$ cat src/rtl/i2c_irq_pkg.sv
package i2c_irq_pkg;

    localparam int STAT_W = 12;

    // raw status bit positions (decoded by software)
    localparam int POS_RX_UNDER  = 0;
    localparam int POS_RX_OVER   = 1;
    localparam int POS_RX_FULL   = 2;
    localparam int POS_TX_OVER   = 3;
    localparam int POS_TX_EMPTY  = 4;
    localparam int POS_TX_ABRT   = 6;
    localparam int POS_ACTIVITY  = 8;
    localparam int POS_STOP_DET  = 9;
    localparam int POS_START_DET = 10;
    localparam int POS_GEN_CALL  = 11;

    // sticky source slots
    localparam int NUM_STICKY = 8;
    localparam int S_GEN_CALL  = 0;
    localparam int S_START_DET = 1;
    localparam int S_STOP_DET  = 2;
    localparam int S_ACTIVITY  = 3;
    localparam int S_TX_ABRT   = 4;
    localparam int S_TX_OVER   = 5;
    localparam int S_RX_OVER   = 6;
    localparam int S_RX_UNDER  = 7;

    localparam int STICKY_POS [NUM_STICKY] = '{
        POS_GEN_CALL, POS_START_DET, POS_STOP_DET, POS_ACTIVITY,
        POS_TX_ABRT, POS_TX_OVER, POS_RX_OVER, POS_RX_UNDER
    };

    localparam logic [STAT_W-1:0] MASK_RESET = 12'h8FF;

    typedef logic [STAT_W-1:0] stat_t;

endpackage

$ cat src/rtl/i2c_irq_level.sv
module i2c_irq_level #(
    parameter int DEPTH       = 16,
    parameter int LVL_W       = 5,
    parameter int TH_W        = 8,
    parameter bit AT_OR_ABOVE = 1'b0
) (
    input  logic [LVL_W-1:0] level_i,
    input  logic [TH_W-1:0]  thresh_i,
    output logic             hit_o
);
    localparam logic [TH_W-1:0] TH_MAX = TH_W'(DEPTH - 1);

    logic [TH_W-1:0] th_eff;
    logic [TH_W-1:0] lvl_ext;

    always_comb begin
        th_eff  = (thresh_i > TH_MAX) ? TH_MAX : thresh_i;
        lvl_ext = TH_W'(level_i);
    end

    generate
        if (AT_OR_ABOVE) begin : g_ge
            assign hit_o = (lvl_ext >= th_eff);
        end else begin : g_le
            assign hit_o = (lvl_ext <= th_eff);
        end
    endgenerate

endmodule

$ cat src/rtl/i2c_irq_sticky_bit.sv
module i2c_irq_sticky_bit (
    input  logic clk,
    input  logic rst_n,
    input  logic set_i,
    input  logic clr_i,
    output logic bit_o
);
    typedef struct packed {
        logic flag;
    } sticky_state_t;

    sticky_state_t st_d, st_q;

    always_comb begin
        st_d = st_q;
        if (set_i) begin
            st_d.flag = 1'b1;
        end else if (clr_i) begin
            st_d.flag = 1'b0;
        end
    end

    always_ff @(posedge clk or negedge rst_n) begin
        if (!rst_n) begin
            st_q <= '0;
        end else begin
            st_q <= st_d;
        end
    end

    assign bit_o = st_q.flag;


    set_wins_chk: assert property (@(posedge clk) disable iff (!rst_n)
        set_i |=> bit_o);


    clear_takes_chk: assert property (@(posedge clk) disable iff (!rst_n)
        (clr_i && !set_i) |=> !bit_o);


    hold_chk: assert property (@(posedge clk) disable iff (!rst_n)
        (!clr_i && !set_i) |=> $stable(bit_o));

endmodule

$ cat src/rtl/i2c_irq_abort_track.sv
module i2c_irq_abort_track #(
    parameter int CAUSE_W = 17
) (
    input  logic               clk,
    input  logic               rst_n,
    input  logic               abort_i,
    input  logic [CAUSE_W-1:0] cause_i,
    input  logic               clr_i,
    output logic [CAUSE_W-1:0] cause_o
);
    typedef struct packed {
        logic [CAUSE_W-1:0] cause;
    } abort_state_t;

    abort_state_t st_d, st_q;

    always_comb begin
        st_d = st_q;
        if (clr_i) begin
            st_d.cause = '0;
        end
        if (abort_i) begin
            st_d.cause = st_d.cause | cause_i;
        end
    end

    always_ff @(posedge clk or negedge rst_n) begin
        if (!rst_n) begin
            st_q <= '0;
        end else begin
            st_q <= st_d;
        end
    end

    assign cause_o = st_q.cause;


    cause_kept_chk: assert property (@(posedge clk) disable iff (!rst_n)
        abort_i |=> ((cause_o & $past(cause_i)) == $past(cause_i)));


    cause_cleared_chk: assert property (@(posedge clk) disable iff (!rst_n)
        (clr_i && !abort_i) |=> (cause_o == '0));

endmodule

$ cat src/rtl/i2c_irq_status.sv
module i2c_irq_status
    import i2c_irq_pkg::*;
#(
    parameter int FIFO_DEPTH = 16,
    parameter int TH_W       = 8,
    parameter int CAUSE_W    = 17,
    localparam int LVL_W     = $clog2(FIFO_DEPTH) + 1
) (
    input  logic               clk,
    input  logic               rst_n,
    input  logic               ev_gen_call,
    input  logic               ev_start_det,
    input  logic               ev_stop_det,
    input  logic               ev_activity,
    input  logic               ev_tx_over,
    input  logic               ev_rx_over,
    input  logic               ev_rx_under,
    input  logic               abort_req,
    input  logic [CAUSE_W-1:0] abort_cause_in,
    input  logic               bus_busy,
    input  logic [LVL_W-1:0]   tx_level,
    input  logic [LVL_W-1:0]   rx_level,
    input  logic [TH_W-1:0]    tx_thresh,
    input  logic [TH_W-1:0]    rx_thresh,
    input  logic               mask_we,
    input  logic [STAT_W-1:0]  mask_wdata,
    input  logic               rd_clr_all,
    input  logic               rd_clr_gen_call,
    input  logic               rd_clr_start_det,
    input  logic               rd_clr_stop_det,
    input  logic               rd_clr_activity,
    input  logic               rd_clr_tx_abort,
    input  logic               rd_clr_tx_over,
    input  logic               rd_clr_rx_over,
    input  logic               rd_clr_rx_under,
    output logic [STAT_W-1:0]  raw_stat,
    output logic [STAT_W-1:0]  irq_stat,
    output logic [STAT_W-1:0]  irq_mask,
    output logic               irq_line,
    output logic               tx_flush,
    output logic [CAUSE_W-1:0] abort_cause
);
    typedef struct packed {
        stat_t mask;
    } mask_state_t;

    logic [NUM_STICKY-1:0] ev_s;
    logic [NUM_STICKY-1:0] clr_s;
    logic [NUM_STICKY-1:0] flag_s;
    logic                  tx_empty;
    logic                  rx_full;
    mask_state_t           st_d, st_q;

    // event and clear routing into sticky slots
    always_comb begin
        ev_s              = '0;
        ev_s[S_GEN_CALL]  = ev_gen_call;
        ev_s[S_START_DET] = ev_start_det;
        ev_s[S_STOP_DET]  = ev_stop_det;
        ev_s[S_ACTIVITY]  = ev_activity;
        ev_s[S_TX_ABRT]   = abort_req;
        ev_s[S_TX_OVER]   = ev_tx_over;
        ev_s[S_RX_OVER]   = ev_rx_over;
        ev_s[S_RX_UNDER]  = ev_rx_under;

        clr_s              = '0;
        clr_s[S_GEN_CALL]  = rd_clr_all | rd_clr_gen_call;
        clr_s[S_START_DET] = rd_clr_all | rd_clr_start_det;
        clr_s[S_STOP_DET]  = rd_clr_all | rd_clr_stop_det;
        clr_s[S_ACTIVITY]  = (rd_clr_all | rd_clr_activity) & ~bus_busy;
        clr_s[S_TX_ABRT]   = rd_clr_all | rd_clr_tx_abort;
        clr_s[S_TX_OVER]   = rd_clr_all | rd_clr_tx_over;
        clr_s[S_RX_OVER]   = rd_clr_all | rd_clr_rx_over;
        clr_s[S_RX_UNDER]  = rd_clr_all | rd_clr_rx_under;
    end

    generate
        for (genvar k = 0; k < NUM_STICKY; k++) begin : g_sticky
            i2c_irq_sticky_bit u_bit (
                .clk   (clk),
                .rst_n (rst_n),
                .set_i (ev_s[k]),
                .clr_i (clr_s[k]),
                .bit_o (flag_s[k])
            );
        end
    endgenerate

    i2c_irq_level #(
        .DEPTH(FIFO_DEPTH), .LVL_W(LVL_W), .TH_W(TH_W), .AT_OR_ABOVE(1'b0)
    ) u_tx_level (
        .level_i  (tx_level),
        .thresh_i (tx_thresh),
        .hit_o    (tx_empty)
    );

    i2c_irq_level #(
        .DEPTH(FIFO_DEPTH), .LVL_W(LVL_W), .TH_W(TH_W), .AT_OR_ABOVE(1'b1)
    ) u_rx_level (
        .level_i  (rx_level),
        .thresh_i (rx_thresh),
        .hit_o    (rx_full)
    );

    i2c_irq_abort_track #(
        .CAUSE_W(CAUSE_W)
    ) u_abort (
        .clk     (clk),
        .rst_n   (rst_n),
        .abort_i (abort_req),
        .cause_i (abort_cause_in),
        .clr_i   (clr_s[S_TX_ABRT]),
        .cause_o (abort_cause)
    );

    // mask register, two-process
    always_comb begin
        st_d = st_q;
        if (mask_we) begin
            st_d.mask = mask_wdata;
        end
    end

    always_ff @(posedge clk or negedge rst_n) begin
        if (!rst_n) begin
            st_q.mask <= MASK_RESET;
        end else begin
            st_q <= st_d;
        end
    end

    // status word assembly
    always_comb begin
        raw_stat = '0;
        for (int k = 0; k < NUM_STICKY; k++) begin
            raw_stat[STICKY_POS[k]] = flag_s[k];
        end
        raw_stat[POS_TX_EMPTY] = tx_empty;
        raw_stat[POS_RX_FULL]  = rx_full;
    end

    assign irq_mask = st_q.mask;
    assign irq_stat = raw_stat & st_q.mask;
    assign irq_line = |irq_stat;
    assign tx_flush = flag_s[S_TX_ABRT];


    activity_held_chk: assert property (@(posedge clk) disable iff (!rst_n)
        (bus_busy && (rd_clr_activity || rd_clr_all) && raw_stat[POS_ACTIVITY])
        |=> raw_stat[POS_ACTIVITY]);


    mask_load_chk: assert property (@(posedge clk) disable iff (!rst_n)
        mask_we |=> (irq_mask == $past(mask_wdata)));


    flush_release_chk: assert property (@(posedge clk) disable iff (!rst_n)
        (rd_clr_tx_abort && !abort_req) |=> !tx_flush);


    unused_bits_chk: assert property (@(posedge clk) disable iff (!rst_n)
        (raw_stat[5] == 1'b0) && (raw_stat[7] == 1'b0));

endmodule

$ cat config.mk
export PLATFORM = sky130hd
export DESIGN_NAME = i2c_irq_status
export DESIGN_NICKNAME = d
export VERILOG_FILES = /design/src/rtl/i2c_irq_pkg.sv /design/src/rtl/i2c_irq_level.sv /design/src/rtl/i2c_irq_sticky_bit.sv /design/src/rtl/i2c_irq_abort_track.sv /design/src/rtl/i2c_irq_status.sv
export SDC_FILE = /design/constraint.sdc
export NUM_CORES = 1
export LEC_CHECK = 0
export ABC_AREA = 0
export ABC_CLOCK_PERIOD_IN_PS = 5950
export BUFFER_PORTS_ARGS = -buffer_cell sky130_fd_sc_hd__buf_2
export CAP_MARGIN = 20
export CORE_UTILIZATION = 42
export CTS_BUF_LIST = sky130_fd_sc_hd__clkbuf_8
export CTS_CLUSTER_DIAMETER = 100
export CTS_CLUSTER_SIZE = 20
export DETAILED_ROUTE_END_ITERATION = 6
export PLACE_DENSITY_LB_ADDON = 0.3
export REMOVE_ABC_BUFFERS = 1
export SLEW_MARGIN = 20
export SYNTH_ARGS = -nofsm -noshare
export SYNTH_HDL_FRONTEND = slang
export SYNTH_SLANG_ARGS = --single-unit
$ cat constraint.sdc
create_clock -name clk -period 5.95 [get_ports clk]
set_input_delay 1.785 -clock clk [delete_from_list [all_inputs] [get_ports clk]]
set_output_delay 1.785 -clock clk [all_outputs]
set_load 0.01 [all_outputs]
==> out/metrics.yaml, run 1 <==
min_path:
  worstHoldEndpoint: "u_abort.cause_o[15]$_DFF_PN0_"
  hp-class: "flop to flop"
  hold_depth: 1
  min-delay-start: "u_abort.cause_o[15]$_DFF_PN0_"
sta:
  slew_headroom: 0.488
  grt_setup_unrepaired: "false"
  slew_viol_final: 0
  fmax_mhz: 173
  worst_pin_slew_ns: 0.769
  worst_slack_ns: 0.160
  hold_viol: 0
  period_needed_ns: 5.79
  whs_ns: 0.500
  fin_crit_sh: 0.973
  finalSetupTns_ns: 0
  clock_skew_ns: 0
  setup_viol: 0
power:
  switching_share: 0.260
  power-per-cell-area_nw_per_um2: 231
  p_seq_frac: 0.501
  power_frac_clock: 0.294
  p_int_uw: 429
  p_leak_uw: 0.00135
  vdd_drop_max_mv: 0.170
  combPwrFrac: 0.205
  net-switching-power_uw: 151
drt:
  drt_pass1_iterations: 4
  wl_per_cell_um: 13.2
  viasPerCell: 4.86
  route.detailed.drc: 0
  vias: 1571
  drt_iter0_markers: 51
  postRouteAntennaNets: 0
  drt_wl_total_um: 4270
critical_path:
  endpoint_kind: "output port"
  r2r_setup_slack_ns: 5.10
  cp_cell_sequence: "buf_2 -> or4_1 -> or2_1 -> ha_1 -> and4_1 -> a221o_1 -> a221o_1 -> buf_2"
  setup.worst_path.start_class: "input pin"
  crit_path_top_delay_cell: "or4_1"
  r2r_start: "g_sticky[5].u_bit.bit_o$_DFFE_PN0P_"
  worstSetupPathType: "input pin to output port"
  path_max_fanout: 4
  worstReg2RegEnd: "g_sticky[5].u_bit.bit_o$_DFFE_PN0P_"
  critPathRequiredTime_ns: 4.16
  r2r_cells: 2
  cp.arrival_ns: 4.00
  slowest_delay_ns: 0.58
finish:
  antenna_cells: 0
  nNetsFinal: 358
  final_cells: 323
  syn2layout_area_growth_pct: 37.0
  drive_above_1_share: 0.535
  fillCellCount: 348
  regArea_sq_um: 937
  multi_input_area_sq_um: 781
clock_tree:
  htree_levels: 2
  numCtsBuffers: 5
  cts_buffer_depth: 2
  cts_setup_buffers: 0
  ctsHoldBuffers: 0
  root_buffer: "clkbuf_8"
  clock-sinks: 37
  cts_tree: "done"
  clkLatencyLatePin_ns: 0.28
  clk_pin_slew_ns: 0.06
  post_cts_resized: 0
floorplan:
  coreArea_sq_um: 4090
  die_h_um: 68.0
  die_w_um: 68.0
  io_pins: 131
  start_util: 0.448
  dieArea_sq_um: 4630
  fp-row-count: 23
placed_design:
  numPortBuffers: 126
  dp_cells: 315
  gp_congestion: 0.856
  dpl.hpwl_um: 3430
  dp_slack_ns: 0.162
grt:
  grtUsageMet3: 0.0650
  grt_antenna_before_repair: 0
  gr-usage-met1: 0.210
  grt.overflow.total: 0
  met2_usage: 0.333
  grt_max_degree: 38
  grt_pass1_vias: 1463
  grt-busiest-layer: "met2"
  grt_use_total: 0.191
  grt_pass1_wl_um: 6350
synth:
  syn_area_sq_um: 1830
  synth_cells: 154
  yosysTopAreaCellShare: 0.383
  synth_common_cells: "dfrtp_1 (28), a22o_1 (19), buf_4 (14)"
  syn_area_per_cell_sq_um: 11.9
  yosys_warnings: 0
  yosysTopAreaCell: "dfrtp_1"
  synth_most_common_cell: "dfrtp_1"
  ys.flop_type: "dfrtp_1"
  synth_edf_count: 0
  ys_seq_area_frac: 0.512
  synth-seq-cells: 37
  ys_types: 31
  ys_async_sr_fraction: 1.00
  synth_area_leaders: "dfrtp_1 (38%), dfstp_2 (13%), a22o_1 (9.1%), ha_1 (6.8%), mux2_1 (6.1%)"
job:
  drv_cap: 0
outcome:
  status: "finished clean"
[worst max-delay path: cells and delay by family]
family | cells | cell delay [ns]
AO/OA/AOI/OAI | 2 | 0.72
adder cells (fa/ha/maj) | 1 | 0.27
AND/OR/NAND/NOR | 3 | 1.00
buffers and inverters | 2 | 0.23
[cell families (layout without fill, tap and decap cells)]
logic type | Yosys count | in the layout | synth area share
compound gates | 32 | 32 | 0.146
flops | 37 | 37 | 0.512
simple gates | 40 | 40 | 0.124
fa+ha+maj | 10 | 10 | 0.0683
mux | 12 | 12 | 0.0738
other cells | 2 | 6 | 0.00410
buf+inv | 21 | 136 | 0.0717
[how the worst max path moves through the flow]
stage,from,end,slack (ns),cells past startpoint
2_1_floorplan,tx_thresh[7],irq_line,0.37,6
3_3_place_gp,tx_thresh[7],irq_line,0.20,8
3_5_place_dp,tx_thresh[7],irq_line,0.16,8
4_1_cts,tx_thresh[7],irq_line,0.16,8
5_1_grt,tx_thresh[7],irq_line,0.06,8
6_report,tx_thresh[7],irq_line,0.16,8
[flip-flops by register name, indices dropped and copies added, names as in the netlist]
register,cells
g_sticky.u_bit.bit_o,8
irq_mask,12
u_abort.cause_o,17
[power groups by stage]
stage	sequential [uW]	clock (uW)	combinational, uW
3_3_place_gp	294	0	118
3_5_place_dp	294	0	121
2_1_floorplan	303	0	42.6
6_report	291	170	119
4_1_cts	290	177	121
5_1_grt	294	189	134
[layout by cell type, fill, tap and decap left out, drive strengths merged]
master / Yosys / final
a211oi: 1 / 1
a21o: 4 / 4
a221o: 2 / 2
a22o: 19 / 19
a31oi: 1 / 1
and2: 9 / 9
and4: 1 / 1
buf: 15 / 126
clkbuf: 4 / 6
conb: 2 / 6
dfrtp: 28 / 28
dfstp: 9 / 9
ha: 10 / 10
inv: 2 / 4
mux2: 12 / 12
nand2: 2 / 2
nand2b: 1 / 1
nor2: 12 / 12
nor2b: 2 / 2
nor3b: 3 / 3
o2111ai: 1 / 1
o211ai: 2 / 2
o21a: 1 / 1
o21ai: 1 / 1
or2: 6 / 6
or4: 4 / 4
[cell type report]
class | count | share of cell area
sequential | 37 | 0.374
multi-input combinational | 100 | 0.311
timing repair buffer | 126 | 0.251
clock buffer | 6 | 0.0329
tap | 50 | 0.0249
clock inverter | 2 | 0.00299
inverter | 2 | 0.00299
[metrics by stage]
step	utilization	total power, uW	area (sq um)
2_1_floorplan	-	346	1720
3_3_place_gp	0.591	413	2420
3_5_place_dp	0.591	415	2420
4_1_cts	0.613	588	2510
5_1_grt	0.614	616	2510
6_report	0.614	580	2510
[per-layer routing]
metal / share of wire / vias to the layer above / wire length, um
met5: 0 / - / 0
met4: 0.0096 / 0 / 41
met3: 0.075 / 4 / 320
met2: 0.52 / 70 / 2200
met1: 0.40 / 728 / 1710
li1: - / 769 / -
No activity file was read; power rests on OpenSTA's default activity.
==> run 2: changes to the inputs <==
ABC_AREA = 1   (was 0)
CORE_UTILIZATION = 43   (was 42)
==> out/metrics.yaml, run 2 <==
finish:
  largest_reg_flops: 17
  layout_commonest_cell: "buf_2"
  layout_common_cells: "buf_2 (126), nand2_1 (49), inv_1 (42)"
  regArea_sq_um: 937
  multi_input_area_sq_um: 763
  drive_above_1_share: 0.488
  syn2layout_area_growth_pct: 33.5
  fillCellCount: 392
  final_cells: 388
  final_core_util: 0.603
  antenna_cells: 0
  nNetsFinal: 421
synth:
  ys_types: 21
  synthAdderAreaFrac: 0.0628
  syn_area_sq_um: 1990
  synth-simple-area-share: 0.141
  synth_area_leaders: "dfrtp_1 (35%), dfstp_2 (12%), nand2_1 (9.2%), inv_1 (7.7%), mux2_2 (6.8%)"
  ys.flop_type: "dfrtp_1"
  synth_most_common_cell: "nand2_1"
  synth_cells: 217
  ys_seq_area_frac: 0.470
  synth_mux_area_frac: 0.0678
  yosysTopAreaCell: "dfrtp_1"
  syn_area_per_cell_sq_um: 9.19
  yosysTopAreaCellShare: 0.352
  synth_compound_area_frac: 0.100
  synth_common_cells: "nand2_1 (49), inv_1 (41), dfrtp_1 (28)"
  ys_async_sr_fraction: 1.00
  yosys_warnings: 0
  synth_edf_count: 0
  synth_xor_area_frac: 0
  synth-seq-cells: 37
  synth_top_family_by_area: "buffers and inverters"
grt:
  grt_pass1_vias: 1596
  grt_antenna_before_repair: 0
  grt_pass1_wl_um: 6680
  grt.overflow.total: 0
  grt_max_degree: 38
  grt_use_total: 0.175
power:
  p_leak_uw: 0.00156
  vdd_drop_max_mv: 0.125
  finalPower_uw: 625
  power-per-cell-area_nw_per_um2: 235
outcome:
  status: "finished clean"
sta:
  clock_skew_ns: 0
  fin_crit_sh: 0.866
  period_needed_ns: 5.16
  grt_setup_unrepaired: "false"
  slew_headroom: 0.460
  setup_viol: 0
  finalSetupTns_ns: 0
  slew_viol_final: 0
  fmax_mhz: 194
  hold_viol: 0
  worst_pin_slew_ns: 0.811
  whs_ns: 0.530
clock_tree:
  clkLatencyLatePin_ns: 0.28
  cts_buffer_depth: 2
  clk_pin_slew_ns: 0.08
  post_cts_resized: 0
  numCtsBuffers: 5
  cts_setup_buffers: 0
  root_buffer: "clkbuf_8"
  clock-sinks: 37
  htree_levels: 2
  cts_tree: "done"
  ctsHoldBuffers: 0
drt:
  drt_wl_total_um: 4210
  drt_iter0_markers: 31
  vias: 1756
  postRouteAntennaNets: 0
  route.detailed.drc: 0
  viasPerCell: 4.53
  wl_per_cell_um: 10.8
  drt_pass1_iterations: 4
critical_path:
  cp_cell_sequence: "buf_2 -> nor4_1 -> inv_1 -> or2_1 -> ha_1 -> nand2_1 -> nor2_1 -> nor2_1 -> nand2_1 -> nand2_1 -> nand2_1 -> nand2_1 -> nand3_1 -> buf_2"
  path_max_fanout: 4
  cp_common_cell: "nand2_1"
  critPathBufInv: 3
  crit_path_top_delay_cell: "nor4_1"
  critPathRequiredTime_ns: 4.16
  worstSetupPathType: "input pin to output port"
  cp.arrival_ns: 3.37
  path_delay_family: "simple AND/OR/NAND/NOR gates"
  setup.worst_path.start_class: "input pin"
  slowest_delay_ns: 0.26
  endpoint_kind: "output port"
min_path:
  hp-class: "flop to flop"
floorplan:
  io_pins: 131
  coreArea_sq_um: 4410
  dieArea_sq_um: 4910
  start_util: 0.452
  fp-row-count: 24
  die_h_um: 70.1
  die_w_um: 70.1
job:
  drv_cap: 0
placed_design:
  gp_congestion: 0.759
  dp_cells: 380
  dpl.hpwl_um: 3410
  numPortBuffers: 126
## run 2: cells by family (layout without fill, tap and decap cells)
group,Yosys count,count (layout)
buffers and inverters,60,175
AND/OR/NAND/NOR,69,69
other,2,6
flip-flops,37,37
multiplexers,12,12
adder cells (fa/ha/maj),10,10
AO/OA/AOI/OAI,27,27
## run 2: worst min-delay path, stage by stage (launching register included)
cell	delay, ns
dfrtp_1	0.38
inv_1	0.07
o21ai_2	0.05
## run 2: path summary, 6_finish.rpt
kind | from | to | slack [ns] | cells after the start
hold reg to reg | u_abort.cause_o[4]$_DFF_PN0_ | u_abort.cause_o[4]$_DFF_PN0_ | 0.53 | 2
min in group asynchronous | rst_n | u_abort.cause_o[9]$_DFF_PN0_ | 1.57 | 1
max in group asynchronous | rst_n | g_sticky[0].u_bit.bit_o$_DFFE_PN0P_ | 3.87 | 1
setup reg to reg | irq_mask[10]$_DFFE_PN0P_ | irq_mask[10]$_DFFE_PN0P_ | 5.18 | 1
setup / recovery | rx_thresh[7] | irq_line | 0.79 | 14
hold / removal | u_abort.cause_o[4]$_DFF_PN0_ | u_abort.cause_o[4]$_DFF_PN0_ | 0.53 | 2
## run 2: final cells by class
type / instances / area share
clock buffer: 5 / 0.0259
clock inverter: 3 / 0.0160
inverter: 41 / 0.0578
multi-input combinational: 124 / 0.287
sequential: 37 / 0.352
tap: 52 / 0.0244
timing repair buffer: 126 / 0.237
## run 2: report_power, final
| group | internal [uW] | switching, uW |
|---|---|---|
| Sequential | 276 | 12.9 |
| Combinational | 58.9 | 64.7 |
| Clock | 124 | 87.9 |
## run 2: through the flow
stage,area (sq um),worst slack [ns]
after floorplan,1850,1.01
after global placement,2550,0.840
after detailed placement,2550,0.790
after CTS,2660,0.785
after global routing,2660,0.608
final,2660,0.795
## run 2: per-layer routing
metal / wire (um) / vias up / global-route usage
li1: - / 881 / -
met1: 1700 / 784 / 0.186
met2: 2040 / 87 / 0.315
met3: 434 / 4 / 0.0693
met5: 0 / - / 0
met4: 29 / 0 / 0.0533
